`config.mk`:
```
export PLATFORM = sky130hd
export DESIGN_NAME = lrsc_track
export DESIGN_NICKNAME = d
export VERILOG_FILES = /design/src/rtl/lrsc_pkg.sv /design/src/rtl/lrsc_resv_store.sv /design/src/rtl/lrsc_sc_judge.sv /design/src/rtl/lrsc_result_reg.sv /design/src/rtl/lrsc_track.sv
export SDC_FILE = /design/constraint.sdc
export NUM_CORES = 1
export LEC_CHECK = 0
export CAP_MARGIN = 20
export CORE_MARGIN = 10
export CORE_UTILIZATION = 40
export DETAILED_ROUTE_END_ITERATION = 10
export GPL_TIMING_DRIVEN = 0
export REMOVE_ABC_BUFFERS = 1
export SYNTH_ARGS = -nofsm -noshare
export SYNTH_HDL_FRONTEND = slang
export SYNTH_HIERARCHICAL = 1
export SYNTH_SLANG_ARGS = --single-unit
```
`constraint.sdc`:
```
create_clock -name clk -period 2.2 [get_ports clk]
set_input_delay 0.22 -clock clk [delete_from_list [all_inputs] [get_ports clk]]
set_output_delay 0.22 -clock clk [all_outputs]
set_load 0.05 [all_outputs]
```
`src/rtl/lrsc_pkg.sv`:
```
package lrsc_pkg;

    typedef enum logic [1:0] {
        SZ_BYTE  = 2'd0,
        SZ_HALF  = 2'd1,
        SZ_WORD  = 2'd2,
        SZ_DWORD = 2'd3
    } acc_size_e;

    localparam int NUM_SIZES = 4;

    typedef struct packed {
        logic      valid;
        acc_size_e len;
    } resv_meta_t;

    typedef struct packed {
        logic       done;
        logic       pass;
        logic [3:0] cond;
        logic       we;
    } sc_result_t;

    function automatic logic [3:0] make_cond(input logic pass, input logic so);
        return {2'b00, pass, so};
    endfunction

endpackage

```
`src/rtl/lrsc_resv_store.sv`:
```
module lrsc_resv_store
    import lrsc_pkg::*;
#(
    parameter int ADDR_W = 64
) (
    input  logic              clk,
    input  logic              rst,
    input  logic              lr_req,
    input  logic              sc_req,
    input  logic              kill,
    input  logic [ADDR_W-1:0] ea,
    input  acc_size_e         size,
    output resv_meta_t        meta,
    output logic [ADDR_W-1:0] addr
);

    always_ff @(posedge clk) begin
        if (rst) begin
            meta.valid <= 1'b0;
            meta.len   <= SZ_BYTE;
            addr       <= '0;
        end else if (kill) begin
            meta.valid <= 1'b0;
        end else if (lr_req) begin
            meta.valid <= 1'b1;
            meta.len   <= size;
            addr       <= ea;
        end else if (sc_req) begin
            meta.valid <= 1'b0;
        end
    end

endmodule

```
`src/rtl/lrsc_sc_judge.sv`:
```
module lrsc_sc_judge
    import lrsc_pkg::*;
#(
    parameter int ADDR_W = 64
) (
    input  resv_meta_t        meta,
    input  logic [ADDR_W-1:0] resv_addr,
    input  logic [ADDR_W-1:0] ea,
    input  acc_size_e         size,
    input  logic              kill,
    output logic              hit
);

    logic [NUM_SIZES-1:0] len_hit;

    for (genvar k = 0; k < NUM_SIZES; k++) begin : g_len
        assign len_hit[k] = (meta.len == acc_size_e'(k)) && (size == acc_size_e'(k));
    end

    always_comb begin
        hit = meta.valid && (|len_hit) && (resv_addr == ea) && !kill;
    end

endmodule

```
`src/rtl/lrsc_result_reg.sv`:
```
module lrsc_result_reg
    import lrsc_pkg::*;
(
    input  logic       clk,
    input  logic       rst,
    input  logic       sc_req,
    input  logic       hit,
    input  logic       so,
    output sc_result_t res
);

    sc_result_t res_d;

    always_comb begin
        res_d      = '0;
        res_d.done = sc_req;
        res_d.pass = sc_req && hit;
        res_d.we   = sc_req && hit;
        res_d.cond = sc_req ? make_cond(hit, so) : 4'b0000;
    end

    always_ff @(posedge clk) begin
        if (rst) res <= '0;
        else     res <= res_d;
    end

endmodule

```
`src/rtl/lrsc_track.sv`:
```
module lrsc_track
    import lrsc_pkg::*;
#(
    parameter int ADDR_W = 64
) (
    input  logic              clk,
    input  logic              rst,
    input  logic              lr_req,
    input  logic              sc_req,
    input  logic [ADDR_W-1:0] ea,
    input  logic [1:0]        acc_size,
    input  logic              so_in,
    input  logic              kill,
    output logic              sc_done,
    output logic              sc_pass,
    output logic [3:0]        sc_cond,
    output logic              wr_en
);

    resv_meta_t        meta;
    logic [ADDR_W-1:0] resv_addr;
    logic              hit;
    sc_result_t        res;
    acc_size_e         size;

    assign size = acc_size_e'(acc_size);

    lrsc_resv_store #(.ADDR_W(ADDR_W)) u_store (
        .clk    (clk),
        .rst    (rst),
        .lr_req (lr_req),
        .sc_req (sc_req),
        .kill   (kill),
        .ea     (ea),
        .size   (size),
        .meta   (meta),
        .addr   (resv_addr)
    );

    lrsc_sc_judge #(.ADDR_W(ADDR_W)) u_judge (
        .meta      (meta),
        .resv_addr (resv_addr),
        .ea        (ea),
        .size      (size),
        .kill      (kill),
        .hit       (hit)
    );

    lrsc_result_reg u_result (
        .clk    (clk),
        .rst    (rst),
        .sc_req (sc_req),
        .hit    (hit),
        .so     (so_in),
        .res    (res)
    );

    assign sc_done = res.done;
    assign sc_pass = res.pass;
    assign sc_cond = res.cond;
    assign wr_en   = res.we;

endmodule

```
==> reports/metrics.yaml <==
outcome:
  status: "finished clean"
die:
  ios: 79
  start_util_pct: 41.0
  rows: 36
  core_um2: 9730
  die_x_um: 120
  die_y_um: 120
  die-area_um2: 14400
placement:
  dp_hpwl_um: 6610
  place_ws_ns: -0.113
  gp_congestion: 0.768
  numPortBuffers: 76
global_route:
  grtUsageTotal_pct: 13.8
  grt_pass1_wl_um: 16800
  grt-ovfl-total: 0
  grt_max_degree: 138
  grt_pass1_vias: 3407
  antenna_found_initial: 0
critical_path:
  setup.worst_path.start: "lr_req"
  crit_path_cell_trace: "buf_2 > buf_12 > nor2b_4 > buf_12 > o21ai_1"
  critPathBufInv: 3
  timing.rr.start: "u_store/addr[24]"
  cpLargestDelayFamily: "buffers and inverters"
  cp-end-kind: "flop"
  required_ns: 2.42
  cpMaxStageDelayCell: "nor2b_4"
  path_class: "in -> reg"
  crit_arrival_ns: 2.15
  cp_common_cell: "buf_12"
  cpPeakStageDelay_ns: 0.78
  cp-start-kind: "primary input"
  crit_path_max_fanout: 42
synthesis:
  postSynth.asyncResetShare_pct: 0
  synth-seq-area-share_pct: 35.6
  netlist.area_leader.share_pct: 35.6
  synth.distinct_cells: 33
  synth_area_um2: 3990
  synthFlopType: "dfxtp_1"
  synth_area_leader_cell: "dfxtp_1"
  syn_area_per_cell_um2: 9.34
  synth-seq-cells: 71
  synth_cells: 427
  synth-edff-count: 0
  yosysMostFrequentCell: "dfxtp_1"
  synthTopCellsByArea: "dfxtp_1 (36%), nand4bb_1 (19%), nand2b_1 (10%)"
  synth_warnings: 6
  synth.top_cells.by_count: "dfxtp_1 (71), nand2b_1 (66), nand4bb_1 (66), o21ai_1 (66), xor2_1 (24)"
cells_and_area:
  antenna_cells: 0
  drive_gt1_share_pct: 6.80
  final_nets: 552
  syn2layout_area_growth_pct: 24.2
power:
  netSwitchingFraction_pct: 25.5
  internal-power_w: 0.00218
  pwr-share-seq_pct: 47.4
  pwr-share-clk_pct: 35.1
  p_leak_nw: 1.68
  peakVddDrop_uv: 323
  pwr-share-comb_pct: 17.5
  power_density_nw_per_um2: 590
  switching_power_w: 0.000746
clock_network:
  post-cts-setup-buffers: 0
  clk_pin_slew_worst_paths_ns: 0.07
  cts_tree: "done"
  clockRootBuffer: "clkbuf_8"
  postCtsHoldBufs: 0
  ctsResizeCount: 0
  clk_latency_ns: 0.34
  clock_sinks: 71
  cts_buffers: 9
  ctsLongestPathBuffers: 2
  htree_num_levels: 3
timing:
  worst_pin_slew_ns: 0.979
  relSlewSlack_pct: 34.8
  fin_crit_ns: 1.94
  rsz0062_at_grt: "no"
  fmaxAchievable_ghz: 0.516
  finalSetupViolCount: 0
  finalHoldViolations: 0
  worst_slack_ns: 0.261
  hold-worst-slack_ns: 0.430
  finClkSkew_ns: 0.00499
  min_period_over_period_pct: 88.1
  maxSlewViolCount: 0
hold_path:
  hp-start: "kill"
  worstHoldPathType: "in -> reg"
drt:
  drcViolationCount: 0
  firstDrtPassIters: 4
  drt_wl_total_um: 9910
  drt-wirelength-per-cell_um: 16.0
  vias_per_cell: 5.22
  drt_iter0_markers: 191
  vias: 3229
  postRouteAntennaNets: 0
flow_run:
  cap_violations: 0
worst paths after layout:
check	slack (ns)	to	depth (start not counted)
setup / recovery	0.26	u_store/addr[63]	5
hold / removal	0.43	u_store/meta[2]	3
setup reg to reg	0.34	u_result/res[2]	6
hold reg to reg	0.47	u_store/addr[30]	2
cell type report:
type | instances | area (um2)
Clock inverter | 4 | 45.0
Timing Repair Buffer | 79 | 808
Tap cell | 133 | 166
Inverter | 22 | 82.6
Fill cell | 953 | 4770
Clock buffer | 12 | 145
Sequential cell | 71 | 1420
Multi-Input combinational cell | 297 | 2290
power groups by stage:
| stage | registers (W) | logic (W) | clock network, W |
|---|---|---|---|
| floorplan | 0.00141 | 0.000234 | 0 |
| global placement | 0.00141 | 0.000512 | 0 |
| detailed placement | 0.00142 | 0.000513 | 0 |
| CTS | 0.00139 | 0.000515 | 0.00107 |
| global route | 0.00139 | 0.000559 | 0.00112 |
| finish | 0.00139 | 0.000513 | 0.00103 |
layout by cell type (no fill, tap or decap), drive strengths merged, types with 5 or more instances in the layout:
cell,Yosys,final
xor2,24,24
clkbuf,12,12
o22ai,7,7
o2bb2ai,5,5
o21ai,66,66
nand4,8,8
dfxtp,71,71
xnor2,21,21
nand2b,66,66
inv,22,22
nor4,11,11
clkdlybuf4s50,0,73
nand4bb,66,66
buf,26,6
routing by layer:
layer,GRT usage [%],up-vias,wire length (um)
met5,0,-,0
met2,22.8,72,4620
met4,2.71,0,33
met1,17.5,1529,4800
met3,4.27,2,450
li1,-,1626,-
cell families (layout without fill, tap and decap cells):
| family | count (synthesis) | count (layout) | share of synthesized area (%) |
|---|---|---|---|
| AND/OR/NAND/NOR | 162 | 162 | 34.5 |
| flip-flops | 71 | 71 | 35.6 |
| buffers and inverters | 60 | 117 | 7.12 |
| other | 1 | 2 | 0.0940 |
| AO/OA/AOI/OAI | 88 | 88 | 12.8 |
| XOR/XNOR | 45 | 45 | 9.88 |
metrics by stage:
step / power, W / util [%] / TNS [ns] / instances / cell area, um2
floorplan: 0.00165 / - / 0 / 390 / 3790
global placement: 0.00192 / 48.5 / -162.81 / 599 / 4720
detailed placement: 0.00193 / 49.0 / -3.00 / 602 / 4770
CTS: 0.00297 / 51.0 / 0 / 618 / 4960
global route: 0.00307 / 51.0 / 0 / 618 / 4960
finish: 0.00292 / 51.0 / 0 / 618 / 4960
sequential cells by signal, summed over array words and instances (netlist names):
register	cells
u_result/res	4
u_store/addr	64
u_store/meta	3
tightest hold or removal path: stages:
cell    delay, ns
buf_2        0.24
nor2_1       0.15
o21a_1       0.11
Power figures use the tool's default switching activity.
